### config.mk
export PLATFORM = sky130hd
export DESIGN_NAME = dma_chan_seq
export DESIGN_NICKNAME = d
export VERILOG_FILES = /design/src/rtl/dma_seq_pkg.sv /design/src/rtl/dma_seq_regs.sv /design/src/rtl/dma_seq_fsm.sv /design/src/rtl/dma_seq_bus.sv /design/src/rtl/dma_chan_seq.sv
export SDC_FILE = /design/constraint.sdc
export NUM_CORES = 1
export LEC_CHECK = 0
export BUFFER_PORTS_ARGS = -buffer_cell sky130_fd_sc_hd__buf_2
export CAP_MARGIN = 20
export CORE_UTILIZATION = 30
export DETAILED_ROUTE_END_ITERATION = 12
export SYNTH_ARGS = -nofsm -noshare
export SYNTH_HDL_FRONTEND = slang
export SYNTH_SLANG_ARGS = --single-unit
### constraint.sdc
create_clock -name clk -period 3.8 [get_ports clk]
set_input_delay 0.19 -clock clk [delete_from_list [all_inputs] [get_ports clk]]
set_output_delay 0.19 -clock clk [all_outputs]
set_load 0.01 [all_outputs]
### src/rtl/dma_seq_pkg.sv
package dma_seq_pkg;
  typedef enum logic [1:0] {
    MD_SINGLE  = 2'd0,
    MD_BLOCK   = 2'd1,
    MD_DEMAND  = 2'd2,
    MD_CASCADE = 2'd3
  } xfer_mode_e;

  typedef enum logic [2:0] {
    ST_IDLE = 3'd0,
    ST_REQ  = 3'd1,
    ST_XFER = 3'd2,
    ST_DONE = 3'd3,
    ST_CASC = 3'd4
  } seq_state_e;
endpackage

### src/rtl/dma_seq_regs.sv
module dma_seq_regs
  import dma_seq_pkg::*;
#(
  parameter int ADDR_W = 16,
  parameter int CNT_W  = 16,
  parameter int PAGE_W = 8
) (
  input  logic              clk,
  input  logic              rst_n,
  input  logic              cfg_load,
  input  logic [1:0]        cfg_mode,
  input  logic              cfg_dir,
  input  logic              cfg_auto,
  input  logic [PAGE_W-1:0] cfg_page,
  input  logic [ADDR_W-1:0] cfg_addr,
  input  logic [CNT_W-1:0]  cfg_cnt,
  input  logic              step,
  output xfer_mode_e        mode_q,
  output logic              dir_q,
  output logic              auto_q,
  output logic [PAGE_W-1:0] page_q,
  output logic [ADDR_W-1:0] cur_addr_q,
  output logic              cnt_zero,
  output logic              mask_q
);
  localparam logic [ADDR_W-1:0] ADDR_ONE = ADDR_W'(1);
  localparam logic [CNT_W-1:0]  CNT_ONE  = CNT_W'(1);

  xfer_mode_e        mode_d;
  logic              dir_d, auto_d, mask_d;
  logic [PAGE_W-1:0] page_d;
  logic [ADDR_W-1:0] base_addr_q, base_addr_d, cur_addr_d;
  logic [CNT_W-1:0]  base_cnt_q, base_cnt_d, cur_cnt_q, cur_cnt_d;

  assign cnt_zero = (cur_cnt_q == '0);

  always_comb begin
    mode_d      = mode_q;
    dir_d       = dir_q;
    auto_d      = auto_q;
    page_d      = page_q;
    mask_d      = mask_q;
    base_addr_d = base_addr_q;
    base_cnt_d  = base_cnt_q;
    cur_addr_d  = cur_addr_q;
    cur_cnt_d   = cur_cnt_q;
    if (cfg_load) begin
      mode_d      = xfer_mode_e'(cfg_mode);
      dir_d       = cfg_dir;
      auto_d      = cfg_auto;
      page_d      = cfg_page;
      base_addr_d = cfg_addr;
      base_cnt_d  = cfg_cnt;
      cur_addr_d  = cfg_addr;
      cur_cnt_d   = cfg_cnt;
      mask_d      = 1'b0;
    end else if (step) begin
      cur_addr_d = cur_addr_q + ADDR_ONE;
      cur_cnt_d  = cur_cnt_q - CNT_ONE;
      if (cnt_zero) begin
        if (auto_q) begin
          cur_addr_d = base_addr_q;
          cur_cnt_d  = base_cnt_q;
        end else begin
          mask_d = 1'b1;
        end
      end
    end
  end

  always_ff @(posedge clk or negedge rst_n) begin
    if (!rst_n) begin
      mode_q      <= MD_SINGLE;
      dir_q       <= 1'b0;
      auto_q      <= 1'b0;
      page_q      <= '0;
      mask_q      <= 1'b1;
      base_addr_q <= '0;
      base_cnt_q  <= '0;
      cur_addr_q  <= '0;
      cur_cnt_q   <= '0;
    end else begin
      mode_q      <= mode_d;
      dir_q       <= dir_d;
      auto_q      <= auto_d;
      page_q      <= page_d;
      mask_q      <= mask_d;
      base_addr_q <= base_addr_d;
      base_cnt_q  <= base_cnt_d;
      cur_addr_q  <= cur_addr_d;
      cur_cnt_q   <= cur_cnt_d;
    end
  end
endmodule

### src/rtl/dma_seq_fsm.sv
module dma_seq_fsm
  import dma_seq_pkg::*;
(
  input  logic       clk,
  input  logic       rst_n,
  input  logic       drq,
  input  logic       hold_ack,
  input  logic       ready,
  input  logic       mask,
  input  xfer_mode_e mode,
  input  logic       cnt_zero,
  output seq_state_e state_q,
  output logic       step
);
  seq_state_e state_d;

  assign step = (state_q == ST_DONE);

  always_comb begin
    state_d = state_q;
    unique case (state_q)
      ST_IDLE: if (drq && !mask && !hold_ack) state_d = ST_REQ;
      ST_REQ:  if (hold_ack) state_d = (mode == MD_CASCADE) ? ST_CASC : ST_XFER;
      ST_XFER: if (ready) state_d = ST_DONE;
      ST_DONE: begin
        if (cnt_zero) begin
          state_d = ST_IDLE;
        end else begin
          unique case (mode)
            MD_BLOCK:  state_d = ST_XFER;
            MD_DEMAND: state_d = drq ? ST_XFER : ST_IDLE;
            default:   state_d = ST_IDLE;
          endcase
        end
      end
      ST_CASC: if (!drq) state_d = ST_IDLE;
      default: state_d = ST_IDLE;
    endcase
  end

  always_ff @(posedge clk or negedge rst_n) begin
    if (!rst_n) state_q <= ST_IDLE;
    else        state_q <= state_d;
  end
endmodule

### src/rtl/dma_seq_bus.sv
module dma_seq_bus
  import dma_seq_pkg::*;
#(
  parameter int ADDR_W = 16,
  parameter int PAGE_W = 8,
  localparam int BUS_W = ADDR_W + PAGE_W
) (
  input  seq_state_e        state,
  input  logic              dir,
  input  logic [PAGE_W-1:0] page,
  input  logic [ADDR_W-1:0] cur_addr,
  output logic              dack_n,
  output logic              hold_req,
  output logic              addr_en,
  output logic [BUS_W-1:0]  addr_out,
  output logic              ior_n,
  output logic              iow_n,
  output logic              memr_n,
  output logic              memw_n
);
  logic strobe_on;

  assign hold_req  = (state != ST_IDLE);
  assign dack_n    = !((state == ST_XFER) || (state == ST_DONE) || (state == ST_CASC));
  assign addr_en   = (state == ST_XFER) || (state == ST_DONE);
  assign addr_out  = {page, cur_addr};
  assign strobe_on = (state == ST_XFER);
  assign ior_n     = !(strobe_on && !dir);
  assign memw_n    = !(strobe_on && !dir);
  assign memr_n    = !(strobe_on && dir);
  assign iow_n     = !(strobe_on && dir);
endmodule

### src/rtl/dma_chan_seq.sv
module dma_chan_seq
  import dma_seq_pkg::*;
#(
  parameter int ADDR_W = 16,
  parameter int CNT_W  = 16,
  parameter int PAGE_W = 8,
  localparam int BUS_W = ADDR_W + PAGE_W
) (
  input  logic              clk,
  input  logic              rst_n,
  input  logic              cfg_load,
  input  logic [1:0]        cfg_mode,
  input  logic              cfg_dir,
  input  logic              cfg_auto,
  input  logic [PAGE_W-1:0] cfg_page,
  input  logic [ADDR_W-1:0] cfg_addr,
  input  logic [CNT_W-1:0]  cfg_cnt,
  input  logic              drq,
  output logic              dack_n,
  output logic              hold_req,
  input  logic              hold_ack,
  input  logic              ready,
  output logic [BUS_W-1:0]  addr_out,
  output logic              addr_en,
  output logic              ior_n,
  output logic              iow_n,
  output logic              memr_n,
  output logic              memw_n,
  output logic              tc
);
  xfer_mode_e        mode_q;
  seq_state_e        state_q;
  logic              dir_q, auto_q, mask_q, cnt_zero, step;
  logic [PAGE_W-1:0] page_q;
  logic [ADDR_W-1:0] cur_addr_q;

  assign tc = step && cnt_zero;

  dma_seq_regs #(.ADDR_W(ADDR_W), .CNT_W(CNT_W), .PAGE_W(PAGE_W)) u_regs (
    .clk(clk), .rst_n(rst_n), .cfg_load(cfg_load), .cfg_mode(cfg_mode),
    .cfg_dir(cfg_dir), .cfg_auto(cfg_auto), .cfg_page(cfg_page),
    .cfg_addr(cfg_addr), .cfg_cnt(cfg_cnt), .step(step), .mode_q(mode_q),
    .dir_q(dir_q), .auto_q(auto_q), .page_q(page_q), .cur_addr_q(cur_addr_q),
    .cnt_zero(cnt_zero), .mask_q(mask_q)
  );

  dma_seq_fsm u_fsm (
    .clk(clk), .rst_n(rst_n), .drq(drq), .hold_ack(hold_ack), .ready(ready),
    .mask(mask_q), .mode(mode_q), .cnt_zero(cnt_zero), .state_q(state_q),
    .step(step)
  );

  dma_seq_bus #(.ADDR_W(ADDR_W), .PAGE_W(PAGE_W)) u_bus (
    .state(state_q), .dir(dir_q), .page(page_q), .cur_addr(cur_addr_q),
    .dack_n(dack_n), .hold_req(hold_req), .addr_en(addr_en),
    .addr_out(addr_out), .ior_n(ior_n), .iow_n(iow_n), .memr_n(memr_n),
    .memw_n(memw_n)
  );
endmodule

==> out/qor.yml, run 1 <==
status: "completed"
antenna_found_initial: 1
cts.reportedPaths.clkPinSlew_ns: 0.06
area_growth_pct: 20.7
diodes: 0
end_kind: "flop"
grt_overflow_total: 0
fmax_mhz: 356
routabilityCongestion: 0.827
final.min_clock_period_ns: 2.81
h-tree-depth: 3
route.vias.total: 3514
synth_top_family_by_area: "compound AO/OA/AOI/OAI gates"
holdWs_ns: 0.0652
layout-drive-gt1-share: 0.309
fin_setup_tns_ns: 0
hold_depth: 3
syn_inst: 413
seq_area_frac_synth: 0.470
cts.sinks: 80
synthMuxAreaShare: 0.117
path_class: "flop to flop"
drt_iter0_drc: 327
path_buf_inv: 1
slew_violations: 0
cts_tree: "done"
grt_max_degree: 95
cp.depth: 7
boundaryPins: 82
period_share: 0.738
fp-row-count: 43
nNetsFinal: 537
die-area_um2: 14700
setup_viol: 0
routedWlPerCell_um: 16.6
crit_fanout: 19
postCtsSetupBuffers: 0
critPathTopFamily: "simple AND/OR/NAND/NOR gates"
stdcell_area_um2: 5150
rsz0062_at_grt: "false"
max_cap_viol_count: 0
final_util: 0.371
seq_area_um2: 2000
synth_cell_types: 53
netlist_area_um2: 4270
seq_power_share: 0.417
slew_headroom: 0.324
ant_nets: 0
r2r_setup_slack_ns: 0.99
p_clk_frac: 0.349
multiInputGateArea_um2: 2060
p_comb_frac: 0.234
syn-mean-instance-area_um2: 10.3
slowest_delay_ns: 0.63
place_hpwl_mm: 7.47
holdCritStartpoint: "cfg_mode[1]"
netSwitchingFraction: 0.310
synth_warnings: 0
crit_chain: "inv_1 > ha_1 > or4b_2 > nor2_1 > nand2_2 > nand2_1 > o21ai_0"
grt_pass1_vias: 3588
synth_edf_count: 0
max-vdd-ir-drop_uv: 228
r2r_start: "u_regs.cur_cnt_q[0]$_DFFE_PN0P_"
die_height_um: 121
finClkSkew_ns: 0.00665
initial_core_util: 0.307
reg2reg_to: "u_regs.cur_addr_q[15]$_DFFE_PN0P_"
power.switching_uw: 856
dr.pass1.iters: 4
cts_hold_buf: 0
core-area_um2: 13900
die_w_um: 121
leakage_nw: 2.25
synth-simple-area-share: 0.133
io_buffer_count: 81
ys.flop_type: "dfrtp_1"
drc: 0
worst_pin_slew_ns: 1.01
cts_buffer_depth: 2
synth-compound-area-share: 0.176
intPower_mw: 1.91
wirelength_mm: 11.1
cts-resized-gates: 0
synthXorXnorAreaFrac: 0.0390
dpl_cell_area_um2: 4780
clk_root_buffer_cell: "clkbuf_16"
ys_ff_latch: 80
crit_slowest_cell: "or4b_2"
powerDensity_nw_per_um2: 537
yosys.area_share.adder: 0.0176
cp-start-kind: "flop"
worstPathRequired_ns: 4.00
numCtsBuffers: 9
arrival_ns: 3.00
min_to: "u_regs.mode_q[1]$_DFFE_PN0P_"
grt_pass1_wl_mm: 18.3
hp-class: "input port to flop"
track_usage: 0.160
finalHoldViolations: 0
routed_via_density: 5.28
fillers: 1392
syn_nets: 469
rr_worst_depth: 7
async_reset_ff_frac: 1.00
insertion_delay_ns: 0.33
[state kept, by name, summed over array words and instances, names as in the netlist]
signal / count
u_regs.mode_q: 2
u_regs.cur_addr_q: 16
u_regs.mask_q: 1
u_regs.base_cnt_q: 16
u_fsm.state_q: 3
u_regs.auto_q: 1
u_regs.dir_q: 1
u_regs.page_q: 8
u_regs.cur_cnt_q: 16
u_regs.base_addr_q: 16
[cells in the mapped netlist (11+ instances only)]
library cell  count  area share
dfrtp_1          79        0.46
mux2_2           38        0.10
o21ai_0          33       0.039
a22oi_1          20       0.035
clkbuf_1         20       0.018
nor2_1           20       0.018
a21oi_1          18       0.021
nand2_1          18       0.016
nand3_1          18       0.021
inv_1            16       0.014
xnor2_1          15       0.031
a31oi_1          14       0.021
nor3_1           11       0.013
[how the worst max path moves through the flow]
stage,from,to,slack [ns]
after floorplan,u_regs.cur_cnt_q[8]$_DFFE_PN0P_,u_regs.mask_q$_DFFE_PN1P_,1.55
after global placement,u_regs.cur_cnt_q[0]$_DFFE_PN0P_,u_regs.cur_addr_q[14]$_DFFE_PN0P_,1.16
after detailed placement,u_regs.cur_cnt_q[0]$_DFFE_PN0P_,u_regs.cur_addr_q[15]$_DFFE_PN0P_,1.02
after CTS,u_regs.cur_cnt_q[0]$_DFFE_PN0P_,u_regs.cur_addr_q[15]$_DFFE_PN0P_,1.0
after global routing,u_regs.cur_cnt_q[0]$_DFFE_PN0P_,u_regs.cur_addr_q[15]$_DFFE_PN0P_,0.76
final,u_regs.cur_cnt_q[0]$_DFFE_PN0P_,u_regs.cur_addr_q[15]$_DFFE_PN0P_,0.99
[power groups by stage]
stage                     logic [mW]  clock network (mW)  registers [mW]
after floorplan                0.457                   0            1.11
after global placement         0.631                   0            1.15
after detailed placement       0.644                   0            1.16
after CTS                      0.648               0.984            1.15
after global routing           0.726                1.02            1.18
final                          0.646               0.965            1.15
[cells by family (layout without fill, tap and decap cells)]
logic type      Yosys count  in the layout
compound gates          117            117
xor+xnor                 19             19
fa+ha+maj                 6              6
buf+inv                  44            117
flops                    80             80
mux                      45             45
simple gates            102            102
[stage by stage]
step	power (mW)	worst slack (ns)	std cells
finish	2.76	0.995	666
global route	2.92	0.762	666
CTS	2.78	0.996	664
detailed placement	1.81	1.02	648
global placement	1.78	1.16	648
floorplan	1.57	1.55	413
[final cells by class]
type	count	area share
Multi-Input combinational cell	289	0.401
Sequential cell	80	0.389
Timing Repair Buffer	85	0.0899
Clock buffer	14	0.0532
Tap cell	180	0.0437
Clock inverter	2	0.0117
Inverter	16	0.0117
[worst reg2reg max path, stage by stage (launching register included)]
cell,delay [ns]
dfrtp_1,0.40
inv_1,0.11
ha_1,0.14
or4b_2,0.63
nor2_1,0.41
nand2_2,0.45
nand2_1,0.38
o21ai_0,0.15
[per-layer routing]
layer | routed length [um] | vias to the layer above | track usage
li1 | - | 1666 | -
met1 | 4920 | 1740 | 0.205
met2 | 5270 | 94 | 0.257
met3 | 700 | 14 | 0.0385
met4 | 176 | 0 | 0.0648
met5 | 0 | - | 0
[layout by cell type (no fill, tap or decap), types with 7 or more instances in the layout]
master	netlist	final
nand2_1	18	18
dfrtp_1	79	79
buf_2	1	79
a21oi_1	18	18
a22o_1	10	10
o21ai_0	33	33
mux2_2	38	38
mux2i_1	7	7
clkbuf_16	0	9
nand3_1	18	18
nor2_1	20	19
inv_1	16	16
a22oi_1	20	20
xnor2_1	15	15
nor3_1	11	11
a31oi_1	14	14
(Power assumes the default switching activity.)
==> inputs of run 2 (changes only) <==
==> constraint.sdc (replaced) <==
create_clock -name clk -period 2.4 [get_ports clk]
set_input_delay 0.12 -clock clk [delete_from_list [all_inputs] [get_ports clk]]
set_output_delay 0.12 -clock clk [all_outputs]
set_load 0.01 [all_outputs]
==> run 2 against run 1 <==
Against the previous run:
- hold slack got worse by 0.062 ns
- critical path depth decreased by 3
- clock power increased by 36%
- first-iteration DRC count decreased by 16%
- highest routed layer unchanged
==> out/qor.yml, run 2 (same netlist as run 1, synthesis figures left out) <==
status: "completed"
fp-row-count: 43
drc: 0
cts_buffer_depth: 2
route.vias.total: 3684
place_hpwl_mm: 8.12
crit_slowest_cell: "or4_4"
max-vdd-ir-drop_uv: 368
numCtsBuffers: 9
initial_core_util: 0.307
rsz0062_at_grt: "true"
clk_root_buffer_cell: "clkbuf_16"
area_growth_pct: 27.2
path_class: "flop to output pin"
slew_headroom: 0.628
crit_chain: "or4_4 > or4_4 > nor3_4 > buf_2"
stdcell_count: 700
cts.reportedPaths.clkPinSlew_ns: 0.06
period_share: 0.984
slowest_delay_ns: 0.60
insertion_delay_ns: 0.34
worst_pin_slew_ns: 0.558
cts_tree: "done"
drt_iter0_drc: 274
slew_violations: 0
final_cell_mix: "79 x buf_2, 79 x dfrtp_1, 38 x mux2_2"
fillers: 1387
ant_nets: 0
powerDensity_nw_per_um2: 789
fmax_mhz: 423
intPower_mw: 2.89
layout-drive-gt1-share: 0.360
p_clk_frac: 0.307
seq_power_share: 0.419
grt_overflow_total: 0
r2r_setup_slack_ns: 0.06
path_buf_inv: 1
routedWlPerCell_um: 16.5
arrival_ns: 2.24
netSwitchingFraction: 0.326
routed_via_density: 5.26
leakage_nw: 2.43
critPathTopFamily: "simple AND/OR/NAND/NOR gates"
end_kind: "output pin"
worstPathRequired_ns: 2.28
final.min_clock_period_ns: 2.36
diodes: 0
dp.cells: 672
finClkSkew_ns: 0.00652
crit_fanout: 5
power.switching_mw: 1.39
cp-start-kind: "flop"
die-area_um2: 14700
nNetsFinal: 571
die_height_um: 121
grt_max_degree: 42
p_comb_frac: 0.274
h-tree-depth: 3
boundaryPins: 82
final_util: 0.391
crit_path_frequent_cell: "or4_4"
dr.pass1.iters: 5
track_usage: 0.162
hp-class: "input port to flop"
finalHoldViolations: 0
antenna_found_initial: 0
core-area_um2: 13900
routabilityCongestion: 0.774
grt_pass1_vias: 3607
grt_pass1_wl_mm: 18.4
die_w_um: 121
io_buffer_count: 81
cts.sinks: 80
setup_viol: 0
wirelength_mm: 11.5
max_cap_viol_count: 0
-- run 2: cell count changes in the layout (fill, tap and decap cells not counted), moves of 2 or more --
| cell | before | now |
|---|---|---|
| bufinv_16 | 2 | 0 |
| buf_4 | 4 | 29 |
| dlygate4sd3_1 | 1 | 5 |
| o21ai_1 | 2 | 4 |
| o21ai_0 | 33 | 31 |
| nor2_4 | 0 | 2 |
| buf_6 | 0 | 3 |
| clkinv_2 | 0 | 3 |
| buf_12 | 0 | 2 |
-- run 2: what timing repair did --
action                                  CTS  global route
pin swaps                                 1             6
gates resized for setup                   2            13
setup buffers                             2             4
hold buffers                              5             0
hold endpoints to repair                 43             0
cloned                                    0             1
endpoints found under the setup margin    1            30
-- run 2: layout make-up --
cell class	instances	area [um^2]	share of cell area
clock buffers	13	270	0.0498
repair buffers	118	737	0.136
inverters	16	60.1	0.0111
multi-input cells	290	2110	0.390
well taps	180	225	0.0415
flip-flops and latches	80	2000	0.369
clock inverters	3	15.0	0.00277
-- run 2: per-stage QoR --
step / hold slack, ns / power (mW) / worst slack (ns) / TNS [ns] / instance area, um^2
global placement: 0.149 / 2.91 / 0.158 / 0 / 4970
CTS: 0.00000527 / 4.29 / 0.0182 / 0 / 5340
finish: 0.00276 / 4.28 / 0.0374 / 0 / 5420
global route: 0.0105 / 4.53 / -0.0223 / -0.0449 / 5420
floorplan: -0.176 / 2.49 / 0.148 / 0 / 4270
detailed placement: 0.150 / 2.95 / 0.0521 / 0 / 4970
-- run 2: final timing paths --
path,from,to,cells after the start
min in group asynchronous,rst_n,u_fsm.state_q[0]$_DFFE_PN0P_,2
min,cfg_auto,u_regs.auto_q$_DFFE_PN0P_,3
max in group asynchronous,rst_n,u_regs.mask_q$_DFFE_PN1P_,3
min reg2reg,u_regs.base_cnt_q[11]$_DFFE_PN0P_,u_regs.cur_cnt_q[11]$_DFFE_PN0P_,2
max reg2reg,u_regs.cur_cnt_q[8]$_DFFE_PN0P_,u_regs.cur_addr_q[11]$_DFFE_PN0P_,6
max,u_regs.cur_cnt_q[8]$_DFFE_PN0P_,tc,4
-- run 2: tightest hold or removal path, stage by stage --
cell and delay, ns:
buf_2 0.08, nand2_1 0.04, o21ai_0 0.06
-- run 2: routing by layer --
layer,wire [um],track usage,vias to the layer above
met1,5160,0.214,1845
li1,-,-,1735
met4,142,0.0509,0
met3,634,0.0395,11
met2,5590,0.262,93
met5,0,0,-
-- run 2: power by group through the flow --
stage               clock network [mW]  logic [mW]  registers (mW)
finish                            1.31        1.17            1.79
global route                      1.40        1.30            1.83
CTS                               1.35        1.15            1.79
detailed placement                   0        1.14            1.81
global placement                     0        1.11            1.79
floorplan                            0       0.724            1.76
